--- src/rtl/thermal_guard_pkg.sv ---
`timescale 1ns/1ps
package thermal_guard_pkg;
  localparam int unsigned OFF_LIMIT = 32'h00;
  localparam int unsigned OFF_CALIB = 32'h04;
  localparam int unsigned OFF_LOCK  = 32'h08;
  localparam int unsigned OFF_SDEN  = 32'h0C;
  localparam int unsigned OFF_TEMP  = 32'h10;
  localparam int unsigned LOCK_BIT  = 0;
  localparam int unsigned SDEN_BIT  = 1;

  typedef enum logic [2:0] {
    SEL_NONE,
    SEL_LIMIT,
    SEL_CALIB,
    SEL_LOCK,
    SEL_SDEN,
    SEL_TEMP
  } reg_sel_e;
endpackage

--- src/rtl/tg_lock_cell.sv ---
`timescale 1ns/1ps
module tg_lock_cell (
  input  logic clk_i,
  input  logic rst_ni,
  input  logic set_i,
  output logic lock_o
);
  // only the power-on reset can clear this flop
  always_ff @(posedge clk_i or negedge rst_ni) begin
    if (!rst_ni)    lock_o <= 1'b0;
    else if (set_i) lock_o <= 1'b1;
  end
endmodule

--- src/rtl/tg_cfg_regs.sv ---
`timescale 1ns/1ps
module tg_cfg_regs
  import thermal_guard_pkg::*;
#(
  parameter int unsigned DATA_W = 32,
  parameter int unsigned TEMP_W = 8,
  parameter logic [TEMP_W-1:0] LIMIT_RST = TEMP_W'(125),
  parameter logic [DATA_W-1:0] CALIB_RST = '0
) (
  input  logic              clk_i,
  input  logic              rst_ni,
  input  logic              lock_i,
  input  logic              restore_i,
  input  logic              wr_limit_i,
  input  logic              wr_calib_i,
  input  logic              wr_sden_i,
  input  logic [DATA_W-1:0] wdata_i,
  output logic [TEMP_W-1:0] limit_o,
  output logic [DATA_W-1:0] calib_o,
  output logic              sden_o
);
  always_ff @(posedge clk_i or negedge rst_ni) begin
    if (!rst_ni) begin
      limit_o <= LIMIT_RST;
      calib_o <= CALIB_RST;
      sden_o  <= 1'b0;
    end else if (!lock_i) begin
      if (restore_i) begin
        limit_o <= LIMIT_RST;
        calib_o <= CALIB_RST;
        sden_o  <= 1'b0;
      end else begin
        if (wr_limit_i) limit_o <= wdata_i[TEMP_W-1:0];
        if (wr_calib_i) calib_o <= wdata_i;
        if (wr_sden_i)  sden_o  <= wdata_i[SDEN_BIT];
      end
    end
  end
endmodule

--- src/rtl/tg_trip.sv ---
`timescale 1ns/1ps
module tg_trip #(
  parameter int unsigned TEMP_W = 8
) (
  input  logic              clk_i,
  input  logic              rst_ni,
  input  logic [TEMP_W-1:0] temp_i,
  input  logic [TEMP_W-1:0] limit_i,
  input  logic              en_i,
  output logic [TEMP_W-1:0] cur_temp_o,
  output logic              shutdown_o
);
  logic hot;
  assign hot = en_i && (cur_temp_o >= limit_i);

  always_ff @(posedge clk_i or negedge rst_ni) begin
    if (!rst_ni) begin
      cur_temp_o <= '0;
      shutdown_o <= 1'b0;
    end else begin
      cur_temp_o <= temp_i;
      if (hot) shutdown_o <= 1'b1;
    end
  end
endmodule

--- src/rtl/thermal_guard_regs.sv ---
`timescale 1ns/1ps
module thermal_guard_regs
  import thermal_guard_pkg::*;
#(
  parameter int unsigned DATA_W = 32,
  parameter int unsigned ADDR_W = 5,
  parameter int unsigned TEMP_W = 8,
  parameter logic [TEMP_W-1:0] LIMIT_RST = TEMP_W'(125),
  parameter logic [DATA_W-1:0] CALIB_RST = '0
) (
  input  logic              clk_i,
  input  logic              rst_ni,
  input  logic              soft_rst_i,
  input  logic              dbg_unlock_i,
  input  logic [ADDR_W-1:0] addr_i,
  input  logic              we_i,
  input  logic [DATA_W-1:0] wdata_i,
  output logic [DATA_W-1:0] rdata_o,
  input  logic [TEMP_W-1:0] temp_i,
  output logic              shutdown_o
);
  reg_sel_e          sel;
  logic              lock_q;
  logic [TEMP_W-1:0] limit_q;
  logic [DATA_W-1:0] calib_q;
  logic              sden_q;
  logic [TEMP_W-1:0] cur_temp_q;

  always_comb begin
    if      (addr_i == ADDR_W'(OFF_LIMIT)) sel = SEL_LIMIT;
    else if (addr_i == ADDR_W'(OFF_CALIB)) sel = SEL_CALIB;
    else if (addr_i == ADDR_W'(OFF_LOCK))  sel = SEL_LOCK;
    else if (addr_i == ADDR_W'(OFF_SDEN))  sel = SEL_SDEN;
    else if (addr_i == ADDR_W'(OFF_TEMP))  sel = SEL_TEMP;
    else                                   sel = SEL_NONE;
  end

  tg_lock_cell u_lock (
    .clk_i  (clk_i),
    .rst_ni (rst_ni),
    .set_i  (we_i && (sel == SEL_LOCK) && wdata_i[LOCK_BIT]),
    .lock_o (lock_q)
  );

  // blocking keys off the registered lock: the setting cycle's write lands
  tg_cfg_regs #(
    .DATA_W    (DATA_W),
    .TEMP_W    (TEMP_W),
    .LIMIT_RST (LIMIT_RST),
    .CALIB_RST (CALIB_RST)
  ) u_cfg (
    .clk_i      (clk_i),
    .rst_ni     (rst_ni),
    .lock_i     (lock_q),
    .restore_i  (soft_rst_i || dbg_unlock_i),
    .wr_limit_i (we_i && (sel == SEL_LIMIT)),
    .wr_calib_i (we_i && (sel == SEL_CALIB)),
    .wr_sden_i  (we_i && (sel == SEL_SDEN)),
    .wdata_i    (wdata_i),
    .limit_o    (limit_q),
    .calib_o    (calib_q),
    .sden_o     (sden_q)
  );

  tg_trip #(.TEMP_W(TEMP_W)) u_trip (
    .clk_i      (clk_i),
    .rst_ni     (rst_ni),
    .temp_i     (temp_i),
    .limit_i    (limit_q),
    .en_i       (sden_q),
    .cur_temp_o (cur_temp_q),
    .shutdown_o (shutdown_o)
  );

  always_comb begin
    rdata_o = '0;
    case (sel)
      SEL_LIMIT: rdata_o[TEMP_W-1:0] = limit_q;
      SEL_CALIB: rdata_o             = calib_q;
      SEL_LOCK:  rdata_o[LOCK_BIT]   = lock_q;
      SEL_SDEN:  rdata_o[SDEN_BIT]   = sden_q;
      SEL_TEMP:  rdata_o[TEMP_W-1:0] = cur_temp_q;
      default:   rdata_o             = '0;
    endcase
  end
endmodule

--- config.mk ---
export PLATFORM = sky130hd
export DESIGN_NAME = thermal_guard_regs
export DESIGN_NICKNAME = d
export VERILOG_FILES = /design/src/rtl/thermal_guard_pkg.sv /design/src/rtl/tg_lock_cell.sv /design/src/rtl/tg_cfg_regs.sv /design/src/rtl/tg_trip.sv /design/src/rtl/thermal_guard_regs.sv
export SDC_FILE = /design/constraint.sdc
export NUM_CORES = 1
export LEC_CHECK = 0
export BUFFER_PORTS_ARGS = -buffer_cell sky130_fd_sc_hd__buf_2
export CAP_MARGIN = 25
export CORE_AREA = 2 2 83 85
export CTS_BUF_LIST = sky130_fd_sc_hd__clkbuf_2
export DETAILED_ROUTE_END_ITERATION = 12
export DIE_AREA = 0 0 85 87
export PLACE_DENSITY = 0.76
export REMOVE_ABC_BUFFERS = 1
export SLEW_MARGIN = 40
export SYNTH_ARGS = -nofsm -noshare
export SYNTH_HDL_FRONTEND = slang
export SYNTH_SLANG_ARGS = --single-unit
--- constraint.sdc ---
create_clock -name clk_i -period 1.8 [get_ports clk_i]
set_input_delay 0.18 -clock clk_i [delete_from_list [all_inputs] [get_ports clk_i]]
set_output_delay 0.18 -clock clk_i [all_outputs]
set_load 0.1 [all_outputs]
==> results_dict.tcl <==
set metrics [dict create \
    status "finished, violations left" \
    violations "negative setup slack" \
    setup_ws_ns -0.0621 \
    drv_cap 0 \
    final_area_sq_mm 0.00407 \
    dpl.hpwl_mm 4.90 \
    finalSetupTns_ns -0.0730 \
    cp_max_fo 2 \
    hp-class "primary input to flop" \
    synthCells 212 \
    yosysSeqAreaShare_pct 51.0 \
    grt_pass1_vias 2523 \
    final_cell_mix "buf_2 (50), dfrtp_1 (45), dlygate4sd3_1 (40), buf_12 (34), and3_1 (32)" \
    clkSinkCount 51 \
    core-area_sq_mm 0.00657 \
    fp.dieH_microns 87 \
    dpl.cell_count 368 \
    p_leak_uw 0.00194 \
    ant_nets 0 \
    clock-skew-final_ns 0.0197 \
    dp_slack_ns 0.137 \
    required_ns 1.62 \
    syn_avg_cell_area_sq_um 11.9 \
    cts.clk_slew.worst_paths_ns 0.27 \
    vias 2442 \
    globalRouteOverflowTotal 0 \
    wire_per_inst_microns 18.7 \
    arrival_ns 1.68 \
    stdcell_count 422 \
    cts_tree "done" \
    cp-start-kind "flop" \
    hold_slack_ns 0.0289 \
    grt_use_total_pct 20.1 \
    synthTopCellsByArea "dfrtp_1 (45%), a32o_1 (12%), and3_1 (8.2%)" \
    placed_area_sq_mm 0.00352 \
    diodes 0 \
    synth.ff_latch_count 51 \
    htreeDepth 2 \
    layout_commonest_cell "buf_2" \
    dr.pass1.iters 4 \
    clockBufferDepth 2 \
    gp_congestion 0.827 \
    tightest_slew_ns 0.655 \
    slowest_delay_ns 0.42 \
    end_kind "output pin" \
    synth_top_area_share_pct 44.8 \
    fp.dieW_microns 85 \
    vias_per_cell 5.79 \
    layout_min_cycle_time_ns 1.86 \
    yosys.area.top_type "dfrtp_1" \
    grt_first_pass_wirelength_mm 11.9 \
    start_util_pct 38.3 \
    insertion_delay_ns 0.40 \
    cts_inserted_buffers 5 \
    max_freq_ghz 0.537 \
    wirelength_mm 7.90 \
    slew_viol_final 0 \
    antenna_found_initial 0 \
    ios 83 \
    synth_area_sq_mm 0.00251 \
    dieArea_sq_mm 0.00740 \
    drive_gt1_share_pct 36.5 \
    drtIter0Drc 175 \
    nets 399 \
    io_buffers 82 \
    hold_viol_final 0 \
    pwr_density_cell_mw_per_mm2 546 \
    rsz0062_at_grt "true" \
    drcViolationCount 0 \
    slowest_stage "dfrtp_1" \
    min_period_over_period_pct 103 \
    area_delta_synth_final_pct 62.0 \
    finalSetupViolCount 2 \
    relSlewSlack_pct 56.2 \
    synth_cell_types 42 \
    placementRows 30 \
    ir_worst_vdd_mv 0.455 \
    ys_warn_count 0 \
    critical_path_class "flop to output pin" \
    cts_root_buffer "clkbuf_2" \
    crit_chain "or3b_4 > a21boi_2 > a221o_1 > buf_12" \
    grt_max_degree 33 \
    nFillCells 497 \
]
==> logic make-up after synthesis <==
kind of cell	Yosys count	synth area share (%)
simple gates	64	16.9
compound gates	61	22.5
flops	51	51.0
buf+inv	28	5.62
fa+ha+maj	8	3.98
==> worst max-delay path: cells and delay by family (launching register included) <==
family | cells | cell delay [ns]
compound gates | 2 | 0.29
flops | 1 | 0.42
buf+inv | 1 | 0.19
simple gates | 1 | 0.38
==> area by class of cell <==
| type | count | area, sq um | share of cell area [%] |
|---|---|---|---|
| Clock buffer | 7 | 35.0 | 0.860 |
| Clock inverter | 1 | 30.0 | 0.737 |
| Inverter | 9 | 33.8 | 0.829 |
| Multi-Input combinational cell | 135 | 1130 | 27.6 |
| Sequential cell | 51 | 1280 | 31.5 |
| Tap cell | 80 | 100 | 2.46 |
| Timing Repair Buffer | 139 | 1470 | 36.0 |
==> flip-flops by register name (all words and copies together), names as in the netlist <==
register	flops
u_cfg.sden_o	1
u_lock.lock_o	1
u_trip.shutdown_o	1
u_cfg.limit_o	8
u_trip.cur_temp_o	8
u_cfg.calib_o	32
==> cell usage after synthesis <==
cell and n:
dfrtp_1 45, and3_1 33, a32o_1 30, clkbuf_1 10, inv_1 9, a221o_1 8
ha_1 8, dfstp_2 6, nand2_1 6, o32a_1 6, buf_2 4, buf_6 4
nand3_1 3, nand3b_1 3, nor2_1 3, a21oi_1 2, nand2b_1 2, nor4b_1 2
o21ai_0 2, o21bai_1 2, o22ai_1 2, o32ai_1 2, a2111o_1 1, a2111oi_0 1
a211oi_1 1, a21boi_0 1, and2_1 1, clkbuf_2 1, nand4b_1 1, nor2b_1 1
nor3_1 1, nor3_2 1, nor3b_2 1, nor4_4 1, o2111ai_1 1, o21a_1 1
o31a_1 1, or2_4 1, or3_1 1, or3b_1 1, or3b_2 1, or4b_4 1
==> stage by stage <==
| step | power, uW | util [%] |
|---|---|---|
| 3_3_place_gp | 1520 | 53.7 |
| 4_1_cts | 2230 | 60.9 |
| 2_1_floorplan | 1340 | - |
| 6_report | 2230 | 62.0 |
| 5_1_grt | 2320 | 62.0 |
| 3_5_place_dp | 1530 | 53.7 |
==> routing by layer <==
layer | track usage (%) | vias to the layer above | part of all wire, %
met5 | 0 | - | 0
li1 | - | 1103 | -
met1 | 23.3 | 1243 | 40
met4 | 5.19 | 0 | 1.4
met2 | 36.8 | 85 | 53
met3 | 5.59 | 11 | 5.6
==> repair_timing <==
| action | in CTS | in global routing |
|---|---|---|
| hold buffers | 39 | 1 |
| setup endpoints to repair | 2 | 31 |
| endpoints found under the hold margin | 61 | 1 |
| resized for setup | 3 | 6 |
| gates cloned | 0 | 3 |
| pin swaps | 19 | 2 |
| setup buffers | 2 | 1 |
==> report_power, final <==
group | total [uW] | switching, uW | internal [uW]
combinational | 423 | 238 | 185
sequential | 1180 | 13.8 | 1170
clock | 619 | 372 | 247
total | 2230 | 624 | 1600
==> final timing paths <==
kind / startpoint / to / slack (ns) / cells past startpoint
max: u_cfg.limit_o[1]$_DFFE_PN0P_ / rdata_o[1] / -0.06 / 4
min: wdata_i[7] / u_cfg.calib_o[7]$_DFFE_PN0P_ / 0.03 / 3
max reg2reg: u_lock.lock_o$_DFFE_PN0P_ / u_cfg.calib_o[5]$_DFFE_PN0P_ / -0.01 / 4
min reg2reg: u_cfg.calib_o[21]$_DFFE_PN0P_ / u_cfg.calib_o[21]$_DFFE_PN0P_ / 0.55 / 1
max in group asynchronous: rst_ni / u_cfg.limit_o[6]$_DFFE_PN1P_ / 0.95 / 3
min in group asynchronous: rst_ni / u_cfg.sden_o$_DFFE_PN0P_ / 0.22 / 2
Power figures use the tool's default switching activity.
